### config.mk
export PLATFORM = sky130hd
export DESIGN_NAME = dst_addr_filter
export DESIGN_NICKNAME = d
export VERILOG_FILES = /design/src/rtl/daf_pkg.sv /design/src/rtl/daf_rst_sync.sv /design/src/rtl/daf_cfg_regs.sv /design/src/rtl/daf_match.sv /design/src/rtl/daf_decide.sv /design/src/rtl/dst_addr_filter.sv
export SDC_FILE = /design/constraint.sdc
export NUM_CORES = 1
export LEC_CHECK = 0
export BUFFER_PORTS_ARGS = -buffer_cell sky130_fd_sc_hd__buf_2
export CAP_MARGIN = 20
export CELL_PAD_IN_SITES_DETAIL_PLACEMENT = 0
export CELL_PAD_IN_SITES_GLOBAL_PLACEMENT = 2
export CORE_UTILIZATION = 39
export DETAILED_ROUTE_END_ITERATION = 10
export PLACE_DENSITY = 0.74
export SLEW_MARGIN = 5
export SYNTH_ARGS = -nofsm -noshare
export SYNTH_HDL_FRONTEND = slang
export SYNTH_SLANG_ARGS = --single-unit
### constraint.sdc
create_clock -name clk -period 10.4 [get_ports clk]
set_input_delay 2.08 -clock clk [delete_from_list [all_inputs] [get_ports clk]]
set_output_delay 2.08 -clock clk [all_outputs]
set_load 0.02 [all_outputs]
### src/rtl/daf_pkg.sv
package daf_pkg;
  localparam int MAC_W    = 48;
  localparam int WORD_W   = 32;
  localparam int CMD_W    = 5;
  localparam int CMD_UNI  = 0;
  localparam int CMD_MC   = 1;
  localparam int CMD_BC   = 2;
  localparam int CMD_INV  = 3;
  localparam int CMD_CMP  = 4;
  typedef logic [MAC_W-1:0] mac_t;
endpackage

### src/rtl/daf_rst_sync.sv
module daf_rst_sync (
  input  logic clk,
  input  logic rst_n,
  output logic rst_ni
);
  logic [1:0] sync_q;
  always_ff @(posedge clk or negedge rst_n) begin
    if (!rst_n) sync_q <= 2'b00;
    else        sync_q <= {sync_q[0], 1'b1};
  end
  assign rst_ni = sync_q[1];
endmodule

### src/rtl/daf_cfg_regs.sv
module daf_cfg_regs
  import daf_pkg::*;
#(
  parameter int ENTRIES = 4,
  parameter int ADDR_W  = 4
) (
  input  logic                     clk,
  input  logic                     rst_ni,
  input  logic                     we,
  input  logic [ADDR_W-1:0]        addr,
  input  logic [WORD_W-1:0]        wdata,
  output logic [CMD_W-1:0]         cmd,
  output logic [ENTRIES-1:0]       en,
  output logic [ENTRIES*MAC_W-1:0] tbl
);
  localparam int LO_W = MAC_W - WORD_W;

  logic [CMD_W-1:0]   cmd_q, cmd_d;
  logic [ENTRIES-1:0] en_q, en_d;

  always_comb begin
    cmd_d = cmd_q;
    en_d  = en_q;
    if (we && addr == ADDR_W'(0)) cmd_d = wdata[CMD_W-1:0];
    if (we && addr == ADDR_W'(1)) en_d  = wdata[ENTRIES-1:0];
  end

  always_ff @(posedge clk or negedge rst_ni) begin
    if (!rst_ni) begin
      cmd_q <= '0;
      en_q  <= '0;
    end else begin
      cmd_q <= cmd_d;
      en_q  <= en_d;
    end
  end

  for (genvar g = 0; g < ENTRIES; g++) begin : g_ent
    logic              hi_sel, lo_sel;
    logic [WORD_W-1:0] stage_q, stage_d;
    logic [MAC_W-1:0]  ent_q, ent_d;

    assign hi_sel = we && (addr == ADDR_W'(2 + 2*g));
    assign lo_sel = we && (addr == ADDR_W'(3 + 2*g));

    always_comb begin
      stage_d = hi_sel ? wdata : stage_q;
      ent_d   = lo_sel ? {stage_q, wdata[WORD_W-1 -: LO_W]} : ent_q;
    end

    always_ff @(posedge clk or negedge rst_ni) begin
      if (!rst_ni) begin
        stage_q <= '0;
        ent_q   <= '0;
      end else begin
        stage_q <= stage_d;
        ent_q   <= ent_d;
      end
    end

    assign tbl[g*MAC_W +: MAC_W] = ent_q;
  end

  assign cmd = cmd_q;
  assign en  = en_q;
endmodule

### src/rtl/daf_match.sv
module daf_match
  import daf_pkg::*;
#(
  parameter int ENTRIES = 4
) (
  input  mac_t                     da,
  input  logic [ENTRIES-1:0]       en,
  input  logic [ENTRIES*MAC_W-1:0] tbl,
  output logic                     hit
);
  logic [ENTRIES-1:0] eq;
  for (genvar g = 0; g < ENTRIES; g++) begin : g_cmp
    assign eq[g] = en[g] && (tbl[g*MAC_W +: MAC_W] == da);
  end
  assign hit = |eq;
endmodule

### src/rtl/daf_decide.sv
module daf_decide
  import daf_pkg::*;
(
  input  logic             clk,
  input  logic             rst_ni,
  input  logic             strobe,
  input  mac_t             da,
  input  logic             hit,
  input  logic [CMD_W-1:0] cmd,
  output logic             dec_valid,
  output logic             dec_accept
);
  localparam int GRP_BIT = MAC_W - 8;

  logic is_bc, is_mc, is_uc, class_ok, table_ok;
  logic valid_q, valid_d, acc_q, acc_d;

  always_comb begin
    is_bc    = &da;
    is_mc    = da[GRP_BIT] && !is_bc;
    is_uc    = !da[GRP_BIT];
    class_ok = (cmd[CMD_UNI] && is_uc) || (cmd[CMD_MC] && is_mc) ||
               (cmd[CMD_BC] && is_bc);
    table_ok = cmd[CMD_CMP] && (hit ^ cmd[CMD_INV]);
    valid_d  = strobe;
    acc_d    = strobe && (class_ok || table_ok);
  end

  always_ff @(posedge clk or negedge rst_ni) begin
    if (!rst_ni) begin
      valid_q <= 1'b0;
      acc_q   <= 1'b0;
    end else begin
      valid_q <= valid_d;
      acc_q   <= acc_d;
    end
  end

  assign dec_valid  = valid_q;
  assign dec_accept = acc_q;
endmodule

### src/rtl/dst_addr_filter.sv
module dst_addr_filter
  import daf_pkg::*;
#(
  parameter int ENTRIES = 4,
  parameter int ADDR_W  = $clog2(2*ENTRIES + 2)
) (
  input  logic              clk,
  input  logic              rst_n,
  input  logic              cfg_we,
  input  logic [ADDR_W-1:0] cfg_addr,
  input  logic [31:0]       cfg_wdata,
  input  logic              da_valid,
  input  logic [47:0]       da,
  output logic              dec_valid,
  output logic              dec_accept
);
  logic                     rst_ni;
  logic [CMD_W-1:0]         cmd;
  logic [ENTRIES-1:0]       en;
  logic [ENTRIES*MAC_W-1:0] tbl;
  logic                     hit;

  daf_rst_sync u_rst (.clk(clk), .rst_n(rst_n), .rst_ni(rst_ni));

  daf_cfg_regs #(.ENTRIES(ENTRIES), .ADDR_W(ADDR_W)) u_regs (
    .clk(clk), .rst_ni(rst_ni), .we(cfg_we), .addr(cfg_addr),
    .wdata(cfg_wdata), .cmd(cmd), .en(en), .tbl(tbl)
  );

  daf_match #(.ENTRIES(ENTRIES)) u_match (
    .da(da), .en(en), .tbl(tbl), .hit(hit)
  );

  daf_decide u_dec (
    .clk(clk), .rst_ni(rst_ni), .strobe(da_valid), .da(da), .hit(hit),
    .cmd(cmd), .dec_valid(dec_valid), .dec_accept(dec_accept)
  );
endmodule

==> flow_metrics.tcl <==
set metrics [dict create \
    rrSetupSlack_ns 8.07 \
    finalHoldViolCount 0 \
    grt_max_degree 156 \
    fin_util_pct 45.2 \
    finalCritPeriodShare_pct 35.8 \
    slew_violations 0 \
    fin_ws_ns 6.68 \
    initial_core_util_pct 39.5 \
    p_leak_uw 0.00745 \
    nets 1235 \
    hpwl_mm 29.7 \
    port-buffer-count 89 \
    reg2reg_to "u_dec.dec_accept" \
    n_antenna_cell 0 \
    cts-resized-gates 0 \
    fin_worst_skew_ns 0.0143 \
    syn-cell-area_um2 14900 \
    syn-num-nets 1172 \
    worstPathRequired_ns 10.79 \
    fillers 3429 \
    timing.rr.start "u_regs.g_ent[2].ent_q[31]" \
    cts.sinks 333 \
    pin_count 90 \
    clk_latency_ns 0.52 \
    num_rows 71 \
    cts_root_buf "clkbuf_16" \
    asyncSetResetFlopFracSynth_pct 100 \
    avgSynthCellArea_um2 13.7 \
    synth-main-ff-cell "dfrtp_1" \
    peakVddDrop_mv 0.112 \
    endpoint "u_dec.dec_accept" \
    final_cells 1685 \
    r2r_cells 7 \
    place_ws_ns 6.13 \
    crit_path_end_kind "register" \
    drc 0 \
    final_common_cell "dfrtp_1" \
    die_height_um 197 \
    numCtsBuffers 38 \
    fin_total_pwr_uw 3900 \
    post_drt_wl_per_cell_um 25.4 \
    critical_path.max_fanout 5 \
    status "finished, final reports clean" \
    area_growth_pct 14.3 \
    worstSetupPathType "input port to register" \
    multi_input_area_um2 6090 \
    cts_buffer_depth 3 \
    dr.pass1.iters 5 \
    dp_cells 1617 \
    setup_violations 0 \
    regArea_um2 8340 \
    hp-start "u_rst.sync_q[0]" \
    maxSlewHeadroom_pct 26.0 \
    rsz0062_at_grt "false" \
    first_iter_violations 620 \
    core_area_um2 37600 \
    grt-ovfl-total 0 \
    hold_buffers 0 \
    use_met2_pct 38.4 \
    clkSlewWorstSetupHoldPaths_ns 0.06 \
    syn_inst 1084 \
    clock.fmax_mhz 269 \
    grt_pass1_vias 9325 \
    yosysSeqAreaShare_pct 56.1 \
    antenna_found_initial 0 \
    drv_cap 0 \
    gp_congestion 0.914 \
    powerDensity_nw_per_um2 229 \
    post_drt_via_cell_ratio 5.32 \
    grtUsageMet3_pct 2.94 \
    hp-class "register to register" \
    ys_types 43 \
    cts_tree "yes" \
    postCtsSetupBuffers 0 \
    fin_setup_tns_ns 0 \
    num_vias 8971 \
    grt_pass1_wl_mm 63.9 \
    cts_max_level 2 \
    synth_edf_count 0 \
    crit_path_start_kind "input port" \
    dieArea_um2 38900 \
    antenna_left 0 \
    die_w_um 197 \
    busiest_layer "met2" \
    grt.total_usage_pct 22.8 \
    worstMarginPinSlew_ns 1.11 \
    yosys_warnings 0 \
    cp.arrival_ns 4.11 \
    critPathLaunch "da[31]" \
    layout_common_cells "dfrtp_1 (332), mux2_2 (314), buf_2 (89), xnor2_1 (86), xor2_1 (69)" \
    met1_usage_pct 31.4 \
    drive_gt1_share_pct 41.1 \
    routed_wl_mm 42.7 \
    ys_ff_latch 333 \
    min_period_ns 3.72 \
]
==> cell families after synthesis <==
group,share of synthesized area (%)
flops,56.1
xor+xnor,9.14
compound gates,2.46
other cells,0.0252
mux,24.0
buf+inv,3.24
simple gates,5.04
==> synthesized netlist by cell type (all sizes together) (2+ instances only) <==
library cell,n,area [um^2]
a2111oi,2,17.5
a221o,3,30.0
a222oi,2,20.0
a22o,2,17.5
buf,61,312
clkbuf,15,65.1
dfrtp,333,8330
inv,28,105
mux2,317,3570
nand2,19,71.3
nand2b,9,56.3
nand3,3,15.0
nand3b,3,22.5
nand4,39,244
nor2,5,18.8
nor2b,7,51.3
nor3,4,25.0
nor3b,2,20.0
nor4,29,203
o2111ai,2,17.5
o21ai,15,75.1
o221ai,2,17.5
o22ai,12,75.1
o2bb2ai,6,52.6
xnor2,86,753
xor2,69,604
==> area by class of cell <==
class / count / share of cell area [%]
Inverter: 28 / 0.619
Multi-Input combinational cell: 647 / 35.8
Timing Repair Buffer: 99 / 3.25
Clock inverter: 8 / 0.714
Clock buffer: 59 / 6.77
Tap cell: 511 / 3.76
Sequential cell: 333 / 49.1
==> report_power, final <==
part           internal, uW  switching (uW)
Combinational           375             338
Clock                   834             524
Sequential             1620             206
==> how the worst min path moves through the flow <==
| stage | endpoint | slack, ns | cells past startpoint |
|---|---|---|---|
| after floorplan | u_rst.sync_q[1] | 0.33 | 0 |
| after global placement | u_rst.sync_q[1] | 0.33 | 0 |
| after detailed placement | u_rst.sync_q[1] | 0.34 | 0 |
| after CTS | u_rst.sync_q[1] | 0.35 | 0 |
| after global routing | u_rst.sync_q[1] | 0.36 | 0 |
| final | u_rst.sync_q[1] | 0.35 | 0 |
==> stage by stage <==
step | area, um^2 | hold WS (ns)
detailed placement | 15700 | 0.338
CTS | 17000 | 0.351
floorplan | 14900 | 0.331
finish | 17000 | 0.348
global route | 17000 | 0.355
global placement | 15700 | 0.333
==> per-layer routing <==
metal / vias to the layer above / share of wire [%] / wire [um]
met5: - / 0 / 0
met1: 4777 / 45 / 19200
li1: 3950 / - / -
met2: 198 / 49 / 21100
met3: 46 / 4.0 / 1700
met4: 0 / 1.7 / 734
==> critical path: stages <==
cell	delay, ns
buf_2	0.17
xnor2_1	0.31
nand4_1	0.23
nor4_1	0.61
nand4_1	0.24
nor4_4	0.21
or4_1	0.16
nand3_1	0.07
==> registers in the layout (all words and copies together), names as in the netlist <==
name and count:
u_regs.cmd 5, u_rst.sync_q 2, u_dec.dec_accept 1, u_regs.g_ent.ent_q 192
u_dec.dec_valid 1, u_regs.g_ent.stage_q 128, u_regs.en 4
(Power assumes the default switching activity.)
